### config.mk
export PLATFORM = sky130hd
export DESIGN_NAME = cic_iq_decim
export DESIGN_NICKNAME = d
export VERILOG_FILES = /design/src/rtl/cic_iq_pkg.sv /design/src/rtl/cic_iq_phase.sv /design/src/rtl/cic_iq_history.sv /design/src/rtl/cic_iq_branch.sv /design/src/rtl/cic_iq_decim.sv
export SDC_FILE = /design/constraint.sdc
export NUM_CORES = 1
export LEC_CHECK = 0
export BUFFER_PORTS_ARGS = -buffer_cell sky130_fd_sc_hd__clkbuf_2
export CAP_MARGIN = 20
export CORE_MARGIN = 3
export CORE_UTILIZATION = 55
export DETAILED_ROUTE_END_ITERATION = 12
export GPL_ROUTABILITY_DRIVEN = 0
export PLACE_DENSITY_LB_ADDON = 0.3
export RECOVER_POWER = 100
export SLEW_MARGIN = 10
export SYNTH_ARGS = -nofsm -noshare
export SYNTH_HDL_FRONTEND = slang
export SYNTH_SLANG_ARGS = --single-unit
### constraint.sdc
create_clock -name clk -period 17.5 [get_ports clk]
set_clock_uncertainty 0.15 [all_clocks]
set_input_delay 1.75 -clock clk [delete_from_list [all_inputs] [get_ports clk]]
set_output_delay 1.75 -clock clk [all_outputs]
set_load 0.03 [all_outputs]
### src/rtl/cic_iq_pkg.sv
package cic_iq_pkg;

    typedef enum logic {
        CH_I = 1'b0,
        CH_Q = 1'b1
    } chan_e;

    localparam int COEF_SPAN = 64;

    // Coefficient idx of (sum_{i<dec} z^-i)^stages, by repeated convolution.
    function automatic int cic_coef(input int dec, input int stages, input int idx);
        int cur [COEF_SPAN];
        int nxt [COEF_SPAN];
        for (int i = 0; i < COEF_SPAN; i++) cur[i] = 0;
        cur[0] = 1;
        for (int s = 0; s < stages; s++) begin
            for (int i = 0; i < COEF_SPAN; i++) nxt[i] = 0;
            for (int i = 0; i < COEF_SPAN; i++) begin
                for (int j = 0; j < dec; j++) begin
                    if (i + j < COEF_SPAN) nxt[i + j] = nxt[i + j] + cur[i];
                end
            end
            cur = nxt;
        end
        if (idx < 0 || idx >= COEF_SPAN) return 0;
        return cur[idx];
    endfunction

    function automatic int tap_count(input int dec, input int stages);
        return stages * (dec - 1) + 1;
    endfunction

    function automatic int full_width(input int in_w, input int dec, input int stages);
        return in_w + stages * $clog2(dec);
    endfunction

endpackage

### src/rtl/cic_iq_phase.sv
module cic_iq_phase
    import cic_iq_pkg::*;
#(
    parameter int DEC    = 5,
    parameter int STAGES = 3
) (
    input  logic  clk,
    input  logic  rst,
    input  logic  in_valid,
    input  chan_e in_chan,
    output logic  emit
);
    localparam int PH_W = (DEC > 1) ? $clog2(DEC) : 1;
    localparam int FILL = STAGES - 1;
    localparam int FW   = $clog2(STAGES) + 1;

    logic [PH_W-1:0] phase_q [2];
    logic [FW-1:0]   fill_q  [2];
    logic            sel;
    logic            grp_end;

    always_comb begin
        sel     = in_chan;
        grp_end = in_valid && (phase_q[sel] == PH_W'(DEC - 1));
        emit    = grp_end && (fill_q[sel] == FW'(FILL));
    end

    always_ff @(posedge clk) begin
        if (rst) begin
            for (int c = 0; c < 2; c++) begin
                phase_q[c] <= '0;
                fill_q[c]  <= '0;
            end
        end else if (in_valid) begin
            if (grp_end) begin
                phase_q[sel] <= '0;
                if (fill_q[sel] != FW'(FILL)) fill_q[sel] <= fill_q[sel] + 1'b1;
            end else begin
                phase_q[sel] <= phase_q[sel] + 1'b1;
            end
        end
    end

endmodule

### src/rtl/cic_iq_history.sv
module cic_iq_history
    import cic_iq_pkg::*;
#(
    parameter int IN_W = 12,
    parameter int TAPS = 13
) (
    input  logic                   clk,
    input  logic                   rst,
    input  logic                   in_valid,
    input  chan_e                  in_chan,
    input  logic signed [IN_W-1:0] in_data,
    output logic signed [IN_W-1:0] win [TAPS]
);
    localparam int DEPTH = TAPS - 1;

    logic signed [IN_W-1:0] hist_q [2][DEPTH];
    logic                   sel;

    assign sel = in_chan;

    always_comb begin
        win[0] = in_data;
        for (int k = 1; k < TAPS; k++) win[k] = hist_q[sel][k-1];
    end

    always_ff @(posedge clk) begin
        if (rst) begin
            for (int c = 0; c < 2; c++)
                for (int k = 0; k < DEPTH; k++) hist_q[c][k] <= '0;
        end else if (in_valid) begin
            hist_q[sel][0] <= in_data;
            for (int k = 1; k < DEPTH; k++) hist_q[sel][k] <= hist_q[sel][k-1];
        end
    end

endmodule

### src/rtl/cic_iq_branch.sv
module cic_iq_branch
    import cic_iq_pkg::*;
#(
    parameter int IN_W   = 12,
    parameter int ACC_W  = 21,
    parameter int DEC    = 5,
    parameter int STAGES = 3,
    parameter int PHASE  = 0
) (
    input  logic signed [IN_W-1:0]  win [tap_count(DEC, STAGES)],
    output logic signed [ACC_W-1:0] psum
);
    localparam int TAPS = tap_count(DEC, STAGES);

    // Constant multiply realised as a sum of shifted copies of the sample.
    function automatic logic signed [ACC_W-1:0] shadd(
        input logic signed [IN_W-1:0] x,
        input int                     c
    );
        logic signed [ACC_W-1:0] r;
        logic signed [ACC_W-1:0] xe;
        r  = '0;
        xe = ACC_W'(x);
        for (int b = 0; b < 31; b++) begin
            if (c[b]) r = r + (xe <<< b);
        end
        return r;
    endfunction

    logic signed [ACC_W-1:0] term [STAGES];

    for (genvar j = 0; j < STAGES; j++) begin : g_tap
        localparam int K = PHASE + DEC * j;
        if (K < TAPS) begin : g_live
            localparam int CF = cic_coef(DEC, STAGES, K);
            assign term[j] = shadd(win[K], CF);
        end else begin : g_pad
            assign term[j] = '0;
        end
    end

    always_comb begin
        psum = '0;
        for (int j = 0; j < STAGES; j++) psum = psum + term[j];
    end

endmodule

### src/rtl/cic_iq_decim.sv
module cic_iq_decim
    import cic_iq_pkg::*;
#(
    parameter int IN_W   = 12,
    parameter int DEC    = 5,
    parameter int STAGES = 3,
    parameter int OUT_W  = IN_W + STAGES * $clog2(DEC)
) (
    input  logic                    clk,
    input  logic                    rst,
    input  logic                    in_valid,
    input  logic                    in_chan,
    input  logic signed [IN_W-1:0]  in_data,
    output logic                    out_valid,
    output logic                    out_chan,
    output logic signed [OUT_W-1:0] out_data
);
    localparam int TAPS   = tap_count(DEC, STAGES);
    localparam int FULL_W = full_width(IN_W, DEC, STAGES);

    chan_e                    chan;
    logic                     emit;
    logic signed [IN_W-1:0]   win  [TAPS];
    logic signed [FULL_W-1:0] part [DEC];
    logic signed [FULL_W-1:0] total;

    assign chan = chan_e'(in_chan);

    cic_iq_phase #(
        .DEC    (DEC),
        .STAGES (STAGES)
    ) u_phase (
        .clk      (clk),
        .rst      (rst),
        .in_valid (in_valid),
        .in_chan  (chan),
        .emit     (emit)
    );

    cic_iq_history #(
        .IN_W (IN_W),
        .TAPS (TAPS)
    ) u_hist (
        .clk      (clk),
        .rst      (rst),
        .in_valid (in_valid),
        .in_chan  (chan),
        .in_data  (in_data),
        .win      (win)
    );

    for (genvar p = 0; p < DEC; p++) begin : g_branch
        cic_iq_branch #(
            .IN_W   (IN_W),
            .ACC_W  (FULL_W),
            .DEC    (DEC),
            .STAGES (STAGES),
            .PHASE  (p)
        ) u_branch (
            .win  (win),
            .psum (part[p])
        );
    end

    always_comb begin
        total = '0;
        for (int p = 0; p < DEC; p++) total = total + part[p];
    end

    always_ff @(posedge clk) begin
        if (rst) begin
            out_valid <= 1'b0;
            out_chan  <= 1'b0;
            out_data  <= '0;
        end else begin
            out_valid <= emit;
            if (emit) begin
                out_chan <= in_chan;
                out_data <= total[FULL_W-1 -: OUT_W];
            end
        end
    end

endmodule

== Word level (Yosys, flattened, before mapping) ==
Memory sizes are Yosys's and may differ from the RTL's.
Cells that the tools add are included.

* Register bits after elaboration: 23
* Memory bits (writable): 300
* Output and inout port bits: 23
* Logic and storage cells: 73
* Memories: 3

* Add/sub/neg operators: 30
* Eq/ne operators: 3
* Multiplexer cells: 28
* Bitwise operators: 1
* Reduce and logical (&&, ||, !) cells: 5

{| class="wikitable"
|+ Memory list
! name !! words !! bits a word !! rd ports !! clocked after memory_dff !! wr ports !! RTL line !! RTL
|-
| u_hist.hist_q || 2 || 144 || 1 || 0 || 2 || cic_iq_history.sv:16 || <nowiki>logic signed [IN_W-1:0] hist_q [2][DEPTH];</nowiki>
|-
| u_phase.fill_q || 2 || 3 || 1 || 0 || 2 || cic_iq_phase.sv:18 || <nowiki>logic [FW-1:0] fill_q [2];</nowiki>
|-
| u_phase.phase_q || 2 || 3 || 1 || 0 || 2 || cic_iq_phase.sv:17 || <nowiki>logic [PH_W-1:0] phase_q [2];</nowiki>
|}

{| class="wikitable"
|+ Operators with widths
! cell !! number
|-
| 144-bit two-way mux || 1
|-
| 144-bit OR reduction || 1
|-
| 21-bit adder || 4
|-
| 12-bit by 13-bit adder with 14-bit output || 5
|-
| 13-bit by 16-bit adder with 17-bit output || 2
|-
| 13-bit by 15-bit adder with 16-bit output || 2
|-
| 13-bit by 14-bit adder with 15-bit output || 2
|-
| 14-bit by 14-bit adder with 15-bit output || 2
|-
| 1-bit two-way mux || 24
|-
| 21-bit by 15-bit adder with 21-bit output || 1
|-
| 21-bit by 16-bit adder with 21-bit output || 1
|-
| 18-bit by 12-bit adder with 19-bit output || 1
|-
| 18-bit by 14-bit adder with 19-bit output || 1
|-
| 18-bit by 15-bit adder with 19-bit output || 1
|-
| 12-bit by 17-bit adder with 18-bit output || 1
|-
| 14-bit by 17-bit adder with 18-bit output || 1
|-
| 15-bit by 17-bit adder with 18-bit output || 1
|-
| 14-bit by 16-bit adder with 17-bit output || 1
|-
| 16-bit by 16-bit adder with 17-bit output || 1
|-
| 15-bit by 15-bit adder with 16-bit output || 1
|-
| 3-bit two-way mux || 3
|-
| 3-bit by 1-bit adder with 3-bit output, second input constant || 2
|-
| 3-bit OR reduction || 2
|-
| 3-bit by 2-bit == test with 1-bit output, second input constant || 1
|-
| other kinds (4) || 5
|}

== Longest topological paths before layout ==
An unclocked memory read counts as a cell.

* Word-level depth: 10
* Depth in mapped cells: 35
* Mapped depth without buffers: 32

== By module ==
From an unflattened synthesis, not the netlist that was laid out.

* Cell total of the unflattened synthesis: 2,710
* Area total of the unflattened synthesis: 26,709.4 sq um

{| class="wikitable"
|+ Modules (own cells, without submodules)
! module !! times used !! cells an instance !! area each (sq um) !! seq. area each (sq um)
|-
| cic_iq_history || 1 || 1,067 || 12,383.1 || 8,648.3
|-
| cic_iq_decim || 1 || 442 || 3,653.5 || 460.4
|-
| cic_iq_branch (g_branch[1].u_branch) || 1 || 270 || 2,459.9 || 0.0
|-
| cic_iq_branch (g_branch[2].u_branch) || 1 || 235 || 1,931.9 || 0.0
|-
| cic_iq_branch (g_branch[0].u_branch) || 1 || 221 || 1,894.3 || 0.0
|-
| cic_iq_branch (g_branch[3].u_branch) || 1 || 213 || 1,858.0 || 0.0
|-
| cic_iq_branch (g_branch[4].u_branch) || 1 || 199 || 1,779.2 || 0.0
|-
| cic_iq_phase || 1 || 63 || 749.5 || 360.3
|}

== Worst setup path after synthesis ==
Ideal clock, no wire load.

* Kind: input -> register
* Start: in in_chan
* End: reg out_data[17]
* Library setup time: 0.063 ns
* Arrival time: 9.928 ns
* Data required time: 17.287 ns
* Slack: 7.360 ns
* Stages: 30
* Path buffers: 3
* Cell sequence: buf_6 > clkbuf_1 > buf_2 > mux2i_1 > inv_1 > fa_1 > fa_1 > fa_1 > fa_1 > ha_1 > inv_1 > fa_1 > nor2b_1 > o31a_1 > o21ai_0 > a21boi_0 > o22ai_1 > xnor2_1 > fa_1 > fa_1 > fa_1 > inv_1 > fa_1 > inv_1 > ha_1 > a21o_1 > a21o_1 > o21bai_1 > or4_1 > nand3_1

* Longest elaborated chain between the ends: 9
* Elaborated cells on any way between the ends: 35
* Those cells by class: 28 x add/sub; 2 x eq/ne; 2 x reduce/logical; 3 x memory

{| class="wikitable"
|+ Ends and longest elaborated chain
! item !! RTL line !! RTL
|-
| start, declared || cic_iq_decim.sv:12 || <nowiki>input logic in_chan,</nowiki>
|-
| memory read 2 x 144 bit || n/a ||
|-
| 12-bit by 13-bit adder with 14-bit output || cic_iq_branch.sv:25 || <nowiki>if (c[b]) r = r + (xe <<< b);</nowiki>
|-
| 14-bit by 16-bit adder with 17-bit output || cic_iq_branch.sv:25 ||
|-
| 14-bit by 17-bit adder with 18-bit output || cic_iq_branch.sv:44 || <nowiki>for (int j = 0; j < STAGES; j++) psum = psum + term[j];</nowiki>
|-
| 18-bit by 14-bit adder with 19-bit output || cic_iq_branch.sv:44 ||
|-
| 21-bit adder (4 in series) || cic_iq_decim.sv:67 || <nowiki>for (int p = 0; p < DEC; p++) total = total + part[p];</nowiki>
|-
| end signal, assigned || cic_iq_decim.sv:79 || <nowiki>out_data <= total[FULL_W-1 -: OUT_W];</nowiki>
|-
| end, declared || cic_iq_decim.sv:16 || <nowiki>output logic signed [OUT_W-1:0] out_data</nowiki>
|}

Parallel ways exist; a longest one is shown, timed or not.
A chain may end at the register's enable or synchronous reset.

== Worst setup path in the final report ==
* Start: in in_chan
* End: reg out_data[20]

Same word-level chain as after synthesis.

==> impl_metrics.json <==
{
  "layout_worst_path_cycle_share_pct": 77.10,
  "synth_mux_area_share_pct": 6.521,
  "setup_viol": 0,
  "detail_route.iter0.violations": 1019,
  "synth_cell_types": 65,
  "area_enclosed_by_the_die_boundary_um2": 47730,
  "number_of_top_level_design_ports": 39,
  "place.port_buffers": 38,
  "synth_edf_count": 300,
  "pre_cts_ws_ns": 5.846,
  "post_synthesis_compound_gate_area_fraction_pct": 5.498,
  "async_reset_ff_share_pct": 0,
  "via_per_inst": 5.585,
  "synth.avg_cell_area_um2": 11.85,
  "synthesis.area_um2": 24830,
  "via_count": 15350,
  "global_route.usage.met1_pct": 31.83,
  "initial_utilization_pct": 55.90,
  "yosysMostFrequentCell": "sky130_fd_sc_hd__inv_1",
  "top_usage_layer": "met2",
  "wl_per_cell_um": 20.53,
  "critical_path.top_delay_family": "adder cells",
  "period_needed_ns": 13.49,
  "clock_buffer_count_from_cts": 39,
  "outcome": "complete, but fails checks",
  "grtUsageMet3_pct": 3.643,
  "postCtsSetupBuffers": 0,
  "grt_pass1_wl_um": 91310,
  "cts_max_path_buffers": 3,
  "final_cell_count_no_fill": 2749,
  "post_synth_and_or_nand_nor_area_fraction_pct": 10.55,
  "cp_data_arrival_time_ns": 13.85,
  "seq_area_frac_synth_pct": 38.14,
  "layout-drive-gt1-share_pct": 6.954,
  "grt_pass1_vias": 16610,
  "critical_path.startpoint_type": "input port",
  "die_width_um": 218.5,
  "final_hold_viol_count": 0,
  "insertedDiodeCount": 0,
  "timing.final.max_slew_violations": 642,
  "drv_cap": 10,
  "hold-worst-slack_ns": 0.3073,
  "drc": 0,
  "synth_flop_cell": "sky130_fd_sc_hd__edfxtp_1",
  "crit_slowest_cell": "sky130_fd_sc_hd__clkbuf_1",
  "worstSetupEndpointType": "register",
  "synthTopCellsByArea": "sky130_fd_sc_hd__edfxtp_1 36%, sky130_fd_sc_hd__fa_1 23%, sky130_fd_sc_hd__ha_1 6.9%",
  "clock-root-buffer": "sky130_fd_sc_hd__clkbuf_16",
  "grt_max_degree": 90,
  "netlist.top_cell.by_area": "sky130_fd_sc_hd__edfxtp_1",
  "timing.critical_path.mode_cell": "sky130_fd_sc_hd__fa_1",
  "antenna_violations_before_repair": 0,
  "die_height_um": 218.5,
  "rsz_0062_raised_after_global_routing": "no",
  "place.detailed.instances": 2677,
  "cts-hold-fix-buffers": 0,
  "n_fill_cell": 3537,
  "failing_checks": "capacitance limit, slew limit",
  "final_net_count": 2570,
  "yosys-top-cells-count": "371 x sky130_fd_sc_hd__inv_1, 300 x sky130_fd_sc_hd__edfxtp_1, 291 x sky130_fd_sc_hd__fa_1",
  "drt_antenna_net_count": 0,
  "timing_worst_slew_pin_value_ns": 5.378,
  "setup_tns_ns": 0,
  "detailed_place_hpwl_um": 42100,
  "syn-instance-count": 2095,
  "syn-num-nets": 2538,
  "clk_pin_slew_ns": 0.06,
  "synth-xor-area-share_pct": 2.364,
  "tritoncts": "yes",
  "core_region_area_um2": 44410,
  "source_to_sink_clock_delay_at_the_later_pin_of_the_worst_skew_pair_ns": 0.57,
  "groute.usage.overall_pct": 24.79,
  "yosys_reg_bits": 323,
  "area_overhead_vs_synth_pct": 7.978,
  "cts_max_level": 2,
  "synth_warnings": 0,
  "grt_overflow": 0,
  "cts_resized": 0,
  "worst_slack_ns": 4.007,
  "synth-adder-area-share_pct": 30.32,
  "number_of_detailed_route_iterations_in_the_first_pass": 5,
  "drt-total-wl_um": 56430,
  "clock-sinks": 323,
  "critical_path.max_stage_delay_ns": 2.22,
  "worst-setup-path-type": "in2reg",
  "timing.critical_path.fanout_max": 79,
  "cp_num_buf_inv": 7,
  "timing.slew.headroom_pct": -258.6,
  "critical_path_required_ns": 17.86,
  "worst_hold_path_type": "reg2reg",
  "yosys.area.top_type_share_pct": 36.28,
  "floorplan.rows": 77,
  "main_combinational_cell_family_by_area_after_synthesis": "adder cells",
  "maxClockFrequency_mhz": 74.11,
  "groute.layer.met2.usage_pct": 42.71
}
[worst min-delay path: cells and delay by family (launching register included)]
kind            cells  cell delay (ns)
flops               1             0.31
simple gates        1             0.05
compound gates      1             0.05
[cell type report]
type	instances	area, µm²	share of cell area, %
tap	592	740.7	2.763
multi-input combinational	1341	13700	51.10
timing repair buffer	51	234.0	0.8728
sequential	323	9469	35.32
inverter	371	1393	5.195
clock inverter	24	266.5	0.9941
clock buffer	47	1006	3.752
[worst paths after layout]
check	from	endpoint	cells after the start	slack [ns]
worst min register to register	out_data[9]	out_data[9]	2	0.31
worst max register to register	u_hist.hist_q[1][72]	out_data[20]	27	7.90
worst max-delay path	in_chan	out_data[20]	28	4.01
worst min-delay path	out_data[9]	out_data[9]	2	0.31
[cell usage in the layout (no fill, tap or decap), types with 53 or more instances in the layout]
| cell type | n |
|---|---|
| sky130_fd_sc_hd__inv_1 | 371 |
| sky130_fd_sc_hd__edfxtp_1 | 300 |
| sky130_fd_sc_hd__fa_1 | 291 |
| sky130_fd_sc_hd__ha_1 | 136 |
| sky130_fd_sc_hd__and2_0 | 132 |
| sky130_fd_sc_hd__nor2_1 | 124 |
| sky130_fd_sc_hd__mux2i_1 | 86 |
| sky130_fd_sc_hd__a21oi_1 | 72 |
| sky130_fd_sc_hd__mux2_2 | 64 |
| sky130_fd_sc_hd__and2_1 | 57 |
| sky130_fd_sc_hd__nand2_1 | 53 |
[metrics by stage]
| stage | instance area (µm²) | utilization, % |
|---|---|---|
| finish | 26810 | 60.36 |
| global route | 26810 | 60.36 |
| CTS | 26910 | 60.59 |
| detailed placement | 25640 | 57.73 |
| global placement | 25640 | 57.73 |
| floorplan | 24830 | - |
[per-layer routing]
metal / up-vias / part of all wire [%]
met4: 0 / 4.0
li1: 6991 / -
met1: 7881 / 41
met2: 381 / 50
met5: - / 0
met3: 101 / 4.6
[sequential cells by signal, summed over array words and instances, names as in the netlist]
register         cells
u_hist.hist_q      288
out_data            21
u_phase.fill_q       6
u_phase.phase_q      6
out_chan             1
out_valid            1
[logic make-up (layout without fill, tap and decap cells)]
group	after synthesis	after routing
flops	323	323
compound gates	207	207
xor+xnor	67	67
fa+ha+maj	427	427
mux	152	152
simple gates	488	488
buf+inv	431	493
Power is not shown: default switching activity piles up to over one toggle a cycle in this logic, so the estimate is an artifact.
